<file path="src/rtl/tick_clk_divider_pkg.sv">
package tick_clk_divider_pkg;
   parameter int SEL_W = 2;
   parameter int DIV_W = 4;

   typedef struct packed {
      logic [SEL_W-1:0] sel;
      logic [DIV_W-1:0] div;
      logic             half;
   } tcd_cfg_t;
endpackage

</file>
<file path="src/rtl/tcd_ctrl_reg.sv">
module tcd_ctrl_reg
   import tick_clk_divider_pkg::*;
#(
   parameter int REG_W    = 32,
   parameter int SEL_LSB  = 24,
   parameter int DIV_LSB  = 0,
   parameter int HALF_POS = 11,
   parameter int GATE_HI  = 31,
   parameter int GATE_LO  = 15
) (
   input  logic             clk,
   input  logic             rst_n,
   input  logic             wr_en,
   input  logic [REG_W-1:0] wr_data,
   output logic [REG_W-1:0] word_q,
   output tcd_cfg_t         cfg,
   output logic             gate_all,
   output logic             gate_any
);
   always_ff @(posedge clk) begin
      if (!rst_n)     word_q <= '0;
      else if (wr_en) word_q <= wr_data;
   end

   assign cfg.sel  = word_q[SEL_LSB +: SEL_W];
   assign cfg.div  = word_q[DIV_LSB +: DIV_W];
   assign cfg.half = word_q[HALF_POS];
   assign gate_all = word_q[GATE_HI] & word_q[GATE_LO];
   assign gate_any = word_q[GATE_HI] | word_q[GATE_LO];
endmodule

</file>
<file path="src/rtl/tcd_int_stage.sv">
module tcd_int_stage #(
   parameter int DIV_W = 4
) (
   input  logic             clk,
   input  logic             rst_n,
   input  logic             clr,
   input  logic             tick,
   input  logic [DIV_W-1:0] div,
   output logic [DIV_W-1:0] cnt,
   output logic             wrap
);
   assign wrap = tick & (cnt == div);

   always_ff @(posedge clk) begin
      if (!rst_n || clr) cnt <= '0;
      else if (tick)     cnt <= wrap ? '0 : cnt + 1'b1;
   end
endmodule

</file>
<file path="src/rtl/tcd_half_stage.sv">
module tcd_half_stage #(
   parameter int DIV_W   = 4,
   parameter bit HALF_EN = 1'b1
) (
   input  logic             clk,
   input  logic             rst_n,
   input  logic             clr,
   input  logic             wrap_in,
   input  logic             half,
   input  logic [DIV_W-1:0] cnt,
   input  logic [DIV_W-1:0] div,
   output logic             final_o,
   output logic             sq_o
);
   logic first_half_int;
   assign first_half_int = (cnt <= (div >> 1));

   generate
      if (HALF_EN) begin : g_half
         logic phase;
         always_ff @(posedge clk) begin
            if (!rst_n || clr)      phase <= 1'b0;
            else if (wrap_in && half) phase <= ~phase;
         end
         assign final_o = wrap_in & (~half | phase);
         assign sq_o    = half ? ~phase : first_half_int;
      end else begin : g_bypass
         logic unused_bypass;
         assign unused_bypass = ^{clk, rst_n, clr, half};
         assign final_o = wrap_in;
         assign sq_o    = first_half_int;
      end
   endgenerate
endmodule

</file>
<file path="src/rtl/tick_clk_divider.sv">
module tick_clk_divider
   import tick_clk_divider_pkg::*;
#(
   parameter int REG_W    = 32,
   parameter int N_SRC    = 4,
   parameter int SEL_LSB  = 24,
   parameter int DIV_LSB  = 0,
   parameter int HALF_POS = 11,
   parameter int GATE_HI  = 31,
   parameter int GATE_LO  = 15,
   parameter bit HALF_EN  = 1'b1
) (
   input  logic             clk,
   input  logic             rst_n,
   input  logic             wr_en,
   input  logic [REG_W-1:0] wr_data,
   output logic [REG_W-1:0] rd_data,
   input  logic [N_SRC-1:0] src_tick,
   output logic             enabled,
   output logic             out_tick,
   output logic             out_sq
);
   localparam int SRC_SPAN = 2 ** SEL_W;

   generate
      if (N_SRC != SRC_SPAN) begin : g_bad_src
         $error("N_SRC must equal 2**SEL_W");
      end
      if (SEL_LSB + SEL_W > REG_W || DIV_LSB + DIV_W > REG_W ||
          HALF_POS >= REG_W || GATE_HI >= REG_W || GATE_LO >= REG_W) begin : g_bad_pos
         $error("control field lies outside the word");
      end
      if (GATE_HI == GATE_LO) begin : g_bad_gate
         $error("gate bits must differ");
      end
   endgenerate

   tcd_cfg_t cfg_reg, cfg_act;
   logic     gate_on, run_q, active;
   logic     sel_tick, wrap, final_s, sq_s, tick_q;
   logic [DIV_W-1:0] cnt;

   tcd_ctrl_reg #(
      .REG_W(REG_W), .SEL_LSB(SEL_LSB), .DIV_LSB(DIV_LSB),
      .HALF_POS(HALF_POS), .GATE_HI(GATE_HI), .GATE_LO(GATE_LO)
   ) i_ctrl (
      .clk(clk), .rst_n(rst_n), .wr_en(wr_en), .wr_data(wr_data),
      .word_q(rd_data), .cfg(cfg_reg), .gate_all(gate_on), .gate_any(enabled)
   );

   // Active settings: follow the word while idle, reload at each period end
   always_ff @(posedge clk) begin
      if (!rst_n) begin
         run_q   <= 1'b0;
         cfg_act <= '0;
         tick_q  <= 1'b0;
      end else begin
         run_q  <= gate_on;
         tick_q <= final_s;
         if (!run_q || final_s) cfg_act <= cfg_reg;
      end
   end

   assign active   = run_q & gate_on;
   assign sel_tick = active & src_tick[cfg_act.sel];

   tcd_int_stage #(.DIV_W(DIV_W)) i_int (
      .clk(clk), .rst_n(rst_n), .clr(~active), .tick(sel_tick),
      .div(cfg_act.div), .cnt(cnt), .wrap(wrap)
   );

   tcd_half_stage #(.DIV_W(DIV_W), .HALF_EN(HALF_EN)) i_half (
      .clk(clk), .rst_n(rst_n), .clr(~active), .wrap_in(wrap),
      .half(cfg_act.half), .cnt(cnt), .div(cfg_act.div),
      .final_o(final_s), .sq_o(sq_s)
   );

   assign out_tick = tick_q & gate_on;
   assign out_sq   = active & sq_s;
endmodule

</file>
<file path="config.mk">
export PLATFORM = sky130hd
export DESIGN_NAME = tick_clk_divider
export DESIGN_NICKNAME = d
export VERILOG_FILES = /design/src/rtl/tick_clk_divider_pkg.sv /design/src/rtl/tcd_ctrl_reg.sv /design/src/rtl/tcd_int_stage.sv /design/src/rtl/tcd_half_stage.sv /design/src/rtl/tick_clk_divider.sv
export SDC_FILE = /design/constraint.sdc
export NUM_CORES = 1
export LEC_CHECK = 0
export ABC_AREA = 1
export CORE_MARGIN = 3
export CORE_UTILIZATION = 45
export CTS_BUF_LIST = sky130_fd_sc_hd__clkbuf_2
export DETAILED_ROUTE_END_ITERATION = 8
export HOLD_SLACK_MARGIN = 0.12
export PLACE_DENSITY = 0.82
export SYNTH_ARGS = -nofsm -noshare
export SYNTH_HDL_FRONTEND = slang
export SYNTH_SLANG_ARGS = --single-unit
</file>
<file path="constraint.sdc">
create_clock -name clk -period 2.6 [get_ports clk]
set_clock_uncertainty 0.1 [all_clocks]
set_input_delay 0.52 -clock clk [delete_from_list [all_inputs] [get_ports clk]]
set_output_delay 0.52 -clock clk [all_outputs]
set_load 0.05 [all_outputs]
</file>
* Word-level counts from Yosys, hierarchy flattened *
Index checks and enable logic that the tools add are counted.

storage, ports and cells
  register bits after elaboration = 46
  word-level logic and storage cells = 33

cells by class
  reductions and logical operators = 5
  muxes and demuxes = 4
  order comparisons = 2
  bitwise operators = 12
  equal/unequal tests = 1
  add/subtract/negate cells = 1

operator list
  kind                   number
  $and A1 B1 Y1          7
  $add A4 B1 Y4 const B  1
  $eq A4 B4 Y1           1
  $le A4 B3 Y1           1
  $mux W4                1
  $lt A2 B3 Y1 const B   1
  $not A1 Y1             3
  $bmux W1 S2            1
  $logic_not A1 Y1       2
  $logic_or A1 B1 Y1     2
  $mux W1                2
  $or A1 B1 Y1           2
  $logic_and A1 B1 Y1    1

* Depth between registers and ports, before layout *
Gate-level depths: netlist of the first run.

  depth after elaboration = 6
  depth in mapped cells = 9
  gate-level depth less buffers = 9

* Hierarchy *
From an unflattened synthesis of the first run, not the netlist that was laid out.

second synthesis, totals
  cell total of the unflattened synthesis = 341
  area total of the unflattened synthesis = 2353.5 µm²

by module, submodules not included
  module            area each (µm²)  times used  cells an instance  sequential area each (µm²)
  tcd_ctrl_reg      1550.2           1           212                640.6
  tick_clk_divider  372.9            1           55                 180.2
  tcd_int_stage     276.5            1           47                 80.1
  tcd_half_stage    153.9            1           27                 20.0

* Worst setup path before layout of the first run *
OpenSTA, ideal clock, no wires.

  path kind = flip-flop to output port
  from = register cfg_act[3] (netlist bit)
  to = output out_sq
  slack = 0.184 ns
  required time = 1.980 ns
  stages on the path, launching flop included = 8
  buffers on the path = 0
  arrival time = 1.796 ns
  cells stage by stage = dfxtp_1 -> inv_1 -> ha_1 -> a21oi_1 -> nor2_1 -> o21ai_0 -> nand2_1 -> a21oi_1

on the way
  cells in the longest elaborated chain, start to end = 3

ends and longest elaborated chain
  item                      line                    source
  start: declaration        tick_clk_divider.sv:38  tcd_cfg_t cfg_reg, cfg_act;
  start signal: assignment  tick_clk_divider.sv:60  if (!run_q || final_s) cfg_act <= cfg_reg;
  $le A4 B3 Y1              tcd_half_stage.sv:16    assign first_half_int = (cnt <= (div >> 1));
  $mux W1                   tcd_half_stage.sv:26    assign sq_o = half ? ~phase : first_half_int;
  $and A1 B1 Y1             tick_clk_divider.sv:79  assign out_sq = active & sq_s;
  end: declaration          tick_clk_divider.sv:21  output logic out_sq

Every way passes these cells.

* Worst setup path in the final report of the first run *
  from = register i_ctrl.word_q[15]
  to = output enabled

on the way
  cells in the longest elaborated chain, start to end = 1

ends and longest elaborated chain
  item                      line                    source
  start: declaration        tcd_ctrl_reg.sv:15      output logic [REG_W-1:0] word_q,
  start signal: assignment  tcd_ctrl_reg.sv:22      else if (wr_en) word_q <= wr_data;
  $or A1 B1 Y1              tcd_ctrl_reg.sv:29      assign gate_any = word_q[GATE_HI] | word_q[GATE_LO];
  end: declaration          tick_clk_divider.sv:19  output logic enabled,

Every way passes these cells.

==> results.toml, run 1 <==
[status]
status = "finished clean"

[setup_path]
startpoint_type = "flop"
cp.required_ps = 1980
slowest_stage = "clkdlybuf4s50_1"
critical_path.cell_chain = "or2_2, clkdlybuf4s50_1"
critical_path_class = "flop to output pin"
max_stage_delay_ps = 800
worstPathArrival_ps = 1850
worstPathMaxFanout = 5
end_kind = "output pin"

[pwr]
irDropWorstVdd_mv = 0.350
total_power_uw = 1440
power_frac_clock = 0.208
switching_share = 0.329
p_int_uw = 965
power.density_mw_per_mm2 = 518
share_seq_of_total_power = 0.537
power_frac_comb = 0.255
power.switching_uw = 472
power.leakage_uw = 0.00114

[timing]
worst_pin_slew_ps = 946
period_minus_slack_ps = 2470
fin_ws_ps = 130
max_freq_ghz = 0.405
maxSlewHeadroom = 0.369
setup-violations-final = 0
finalCritPeriodShare = 0.950
finalSetupTns_ps = 0
maxSlewViolCount = 0
rsz0062_at_grt = "false"
final-hold-violation-count = 0

[finish]
final_common_cell = "nor2_1"
drive_above_1_share = 0.0841
nets = 375
diodes = 0
n_fill_cell = 328
final_cell_area_mm2 = 0.00277
layout_common_cells = "84 x nor2_1, 71 x clkdlybuf4s50_1, 44 x dfxtp_1"
area_growth_pct = 43.8
multi_input_area_um2 = 895
seqCellArea_um2 = 923

[yosys]
yosysUniqueCellTypes = 20
syn-cell-area_mm2 = 0.00193
synth_nets = 303
ys_warn_count = 0
yosysSeqAreaShare = 0.478
syn_area_per_cell_um2 = 7.42
ys_ff_latch = 46
synth_cells = 260

[cts]
cts_tree = "built"
cts_hold_buf = 0
clock-sinks = 46
cts_buffers = 5
clkTransAtPathRegs_ps = 230
root_buffer = "clkbuf_2"
cts-htree-levels = 2
ctsLongestPathBuffers = 2
insertion_delay_ps = 420

[grt]
antenna_found_initial = 0
grt_max_degree = 40
track_usage = 0.200
grt_pass1_vias = 1849
grt_pass1_wl_um = 8120
grt_overflow = 0

[floorplan]
boundaryPins = 74
start_util = 0.475
die_w_um = 71.5
fp.dieH_um = 71.5
design.core.area_mm2 = 0.00406
num_rows = 23
die-area_mm2 = 0.00511

[placed_design]
numPortBuffers = 73
pre_cts_slack_ps = 481
gp_congestion = 0.737
hpwl_um = 3460
place_area_mm2 = 0.00270

[detailed_routing]
maxUsedRoutingLayer = "met4"
vias = 1868
drt-initial-drc-count = 52
vias_per_cell = 4.88
drc = 0
dr_wl_met2_um = 2230
wirelength_um = 4860
wl_per_cell_um = 12.7
drt_first_pass_iters = 4
ant_nets = 0
wl_met1_um = 2080
wl_met3_um = 466

[job]
maxCapViolations = 0

[min_path]
hp-class = "flop to flop"
critical path: cells and delay by family (launching register included):
| kind | cells | cell delay [ps] |
|---|---|---|
| simple gates | 1 | 140 |
| buf+inv | 1 | 800 |
| flops | 1 | 480 |
kinds of logic after synthesis:
logic type / count (synthesis) / synth area share
buf+inv: 32 / 0.0688
fa+ha+maj: 4 / 0.0260
simple gates: 127 / 0.278
flops: 46 / 0.478
compound gates: 46 / 0.127
xor+xnor: 5 / 0.0227
layout make-up:
class                   instances  area share
flip-flops and latches         46       0.333
inverters                      20      0.0271
clock inverters                 2     0.00496
clock buffers                   6      0.0108
well taps                      50      0.0226
multi-input cells             182       0.323
repair buffers                 77       0.279
metrics by stage:
stage | utilization | hold slack (ps) | instances
final | 0.683 | 425 | 383
after CTS | 0.676 | 425 | 382
after detailed placement | 0.665 | 388 | 374
after floorplan | - | 370 | 260
after global placement | 0.665 | 375 | 374
after global routing | 0.683 | 458 | 383
final timing paths:
kind                                          from                                to  slack, ps  cells past startpoint
setup / recovery    i_ctrl.word_q[15]$_SDFFE_PN0P_                           enabled        130                      2
hold / removal    i_half.g_half.phase$_SDFFE_PP0P_  i_half.g_half.phase$_SDFFE_PP0P_        420                      2
setup reg to reg                  run_q$_SDFF_PN0_           cfg_act[6]$_SDFFE_PN0P_        950                      6
hold reg to reg   i_half.g_half.phase$_SDFFE_PP0P_  i_half.g_half.phase$_SDFFE_PP0P_        420                      2
registers in the layout, indices dropped and copies added (netlist names):
signal and count:
i_half.g_half.phase 1, run_q 1, tick_q 1, i_int.cnt 4, i_ctrl.word_q 32, cfg_act 7
synthesized netlist by cell type (all sizes together):
master,count,area [µm²]
a21boi,1,7.51
nor2,84,315
clkbuf,9,33.8
or2,2,12.5
xnor2,4,35.0
inv,20,75.1
buf,3,23.8
ha,4,50.1
nand2,27,101
a21oi,11,66.3
xor2,1,8.76
o21ai,34,170
nand3,14,108
dfxtp,46,921
metal layers:
layer  vias up  GRT usage
li1        962          -
met1       842      0.233
met2        56      0.314
met3         8      0.102
met4         0     0.0772
met5         -          0
power by group through the flow:
stage	sequential [µW]	combinational, µW	clock (µW)
6_report	772	366	299
5_1_grt	779	392	335
4_1_cts	772	364	309
3_5_place_dp	785	362	0
3_3_place_gp	783	358	0
2_1_floorplan	901	95.3	0
repair_timing:
action	4_1_cts	5_1_grt
endpoints found under the setup margin	1	2
pin swaps	0	1
resized for setup	1	6
buffers inserted	0	1
(Power assumes the default switching activity.)
==> inputs of run 2 (changes only) <==
--- a/constraint.sdc
+++ b/constraint.sdc
@@ -4,2 +4,2 @@
 set_output_delay 0.52 -clock clk [all_outputs]
-set_load 0.05 [all_outputs]
+set_load 0.01 [all_outputs]
==> results.toml, run 2 (synthesis results as in run 1) <==
[detailed_routing]
wl_met1_um = 1940
dr_wl_met2_um = 2300
vias = 1859
maxUsedRoutingLayer = "met4"
wl_met3_um = 455
wirelength_um = 4750
vias_per_cell = 4.87
drt-initial-drc-count = 81
wl_per_cell_um = 12.4
ant_nets = 0
drt_first_pass_iters = 4
drc = 0

[setup_path]
critical_path.cell_chain = "inv_1, ha_1, a21oi_1, nor2_1, o21ai_0, nand2_1, a21oi_1, clkbuf_2"
worstPathArrival_ps = 1800
cp.required_ps = 1980
slowest_stage = "dfxtp_2"
max_stage_delay_ps = 380
startpoint_type = "flop"
reg2reg_slack_ps = 990
end_kind = "output pin"
worstPathMaxFanout = 2
critical_path_class = "flop to output pin"
crit_top_cell = "a21oi_1"

[cts]
root_buffer = "clkbuf_2"
postCtsSetupRepairBufs = 0
cts_hold_buf = 0
cts-htree-levels = 2
insertion_delay_ps = 390
ctsLongestPathBuffers = 2
clock-sinks = 46
cts_tree = "built"
clkTransAtPathRegs_ps = 200
cts_buffers = 5

[timing]
period_minus_slack_ps = 2420
fin_ws_ps = 175
rsz0062_at_grt = "false"
max_freq_ghz = 0.412
holdWs_ps = 414
finalCritPeriodShare = 0.933
final-hold-violation-count = 0
setup-violations-final = 0
worst_pin_slew_ps = 955
maxSlewViolCount = 0
finalSetupTns_ps = 0
maxSlewHeadroom = 0.363

[floorplan]
start_util = 0.475
die-area_mm2 = 0.00511
num_rows = 23
die_w_um = 71.5
boundaryPins = 74
fp.dieH_um = 71.5
design.core.area_mm2 = 0.00406

[finish]
nets = 375
regMostFlops = "i_ctrl.word_q"
area_growth_pct = 41.4
diodes = 0
largest_reg_flops = 32
final_common_cell = "nor2_1"
layout_common_cells = "84 x nor2_1, 72 x clkdlybuf4s50_1, 44 x dfxtp_1"
drive_above_1_share = 0.0723
reg_top3 = "i_ctrl.word_q (32), cfg_act (7), i_int.cnt (4)"

[pwr]
irDropWorstVdd_mv = 0.336
power.leakage_uw = 0.00111
total_power_uw = 1310
power.density_mw_per_mm2 = 479

[min_path]
hp-class = "flop to flop"

[placed_design]
hpwl_um = 3490
gp_congestion = 0.794
numPortBuffers = 73
pre_cts_slack_ps = 212

[grt]
grt_max_degree = 33
grt_overflow = 0
antenna_found_initial = 0
grt_pass1_wl_um = 7790
track_usage = 0.194
grt_pass1_vias = 1715

[job]
maxCapViolations = 0

[status]
status = "finished clean"
[run 2: cell types whose count changed in the layout (fill, tap and decap cells not counted)]
cell             before  now
a21oi_2               2    0
clkinv_2              1    0
buf_12                1    0
clkinv_4              1    0
ha_4                  1    0
o21ai_1               1    0
clkbuf_2              6    8
o21ai_0              33   34
a21oi_1               8   10
dlymetal6s2s_1        1    0
ha_1                  3    4
clkdlybuf4s50_1      71   72
[run 2: where the power goes]
| part | leakage, µW | switching [µW] | total (µW) | internal (µW) |
|---|---|---|---|---|
| logic | 0.000704 | 108 | 254 | 146 |
| registers | 0.000381 | 24.7 | 772 | 747 |
| clock network | 0.0000291 | 209 | 280 | 70.1 |
[run 2: final timing paths]
path,from,endpoint,depth (start not counted)
hold reg to reg,i_half.g_half.phase$_SDFFE_PP0P_,i_half.g_half.phase$_SDFFE_PP0P_,2
setup reg to reg,i_ctrl.word_q[15]$_SDFFE_PN0P_,cfg_act[0]$_SDFFE_PN0P_,5
setup / recovery,cfg_act[3]$_SDFFE_PN0P_,out_sq,8
hold / removal,i_half.g_half.phase$_SDFFE_PP0P_,i_half.g_half.phase$_SDFFE_PP0P_,2
[run 2: metal layers]
layer | track usage | up-vias
met4 | 0.0626 | 0
li1 | - | 961
met1 | 0.225 | 844
met5 | 0 | -
met2 | 0.308 | 48
met3 | 0.102 | 6
[run 2: stage by stage]
stage / cell area (µm²) / utilization / cells
finish: 2730 / 0.672 / 382
global route: 2730 / 0.672 / 382
CTS: 2730 / 0.673 / 382
detailed placement: 2690 / 0.664 / 375
global placement: 2690 / 0.664 / 375
floorplan: 1930 / - / 260
[run 2: layout make-up]
cell class	instances	area, µm²
clock buffer	7	35.0
fill	348	1330
inverter	20	75.1
multi-input combinational	182	875
sequential	46	923
tap	50	62.6
timing repair buffer	77	756
[run 2: timing repair]
| action | in CTS | in global routing |
|---|---|---|
| gates resized for setup | 3 | 2 |
| setup endpoints to repair | 1 | 1 |
| cloned | 0 | 0 |
[run 2: critical path, delay by kind of cell (launching register included)]
family | cells | cell delay (ps)
fa+ha+maj | 1 | 300
compound gates | 3 | 410
simple gates | 2 | 120
flops | 1 | 380
buf+inv | 2 | 200
==> inputs of run 3 (changes only) <==
Settings changed: CAP_MARGIN set to 20, CTS_CLUSTER_SIZE set to 25.
==> results of run 3 <==
The final DEF is identical to that of run 2; final timing and power are the same.
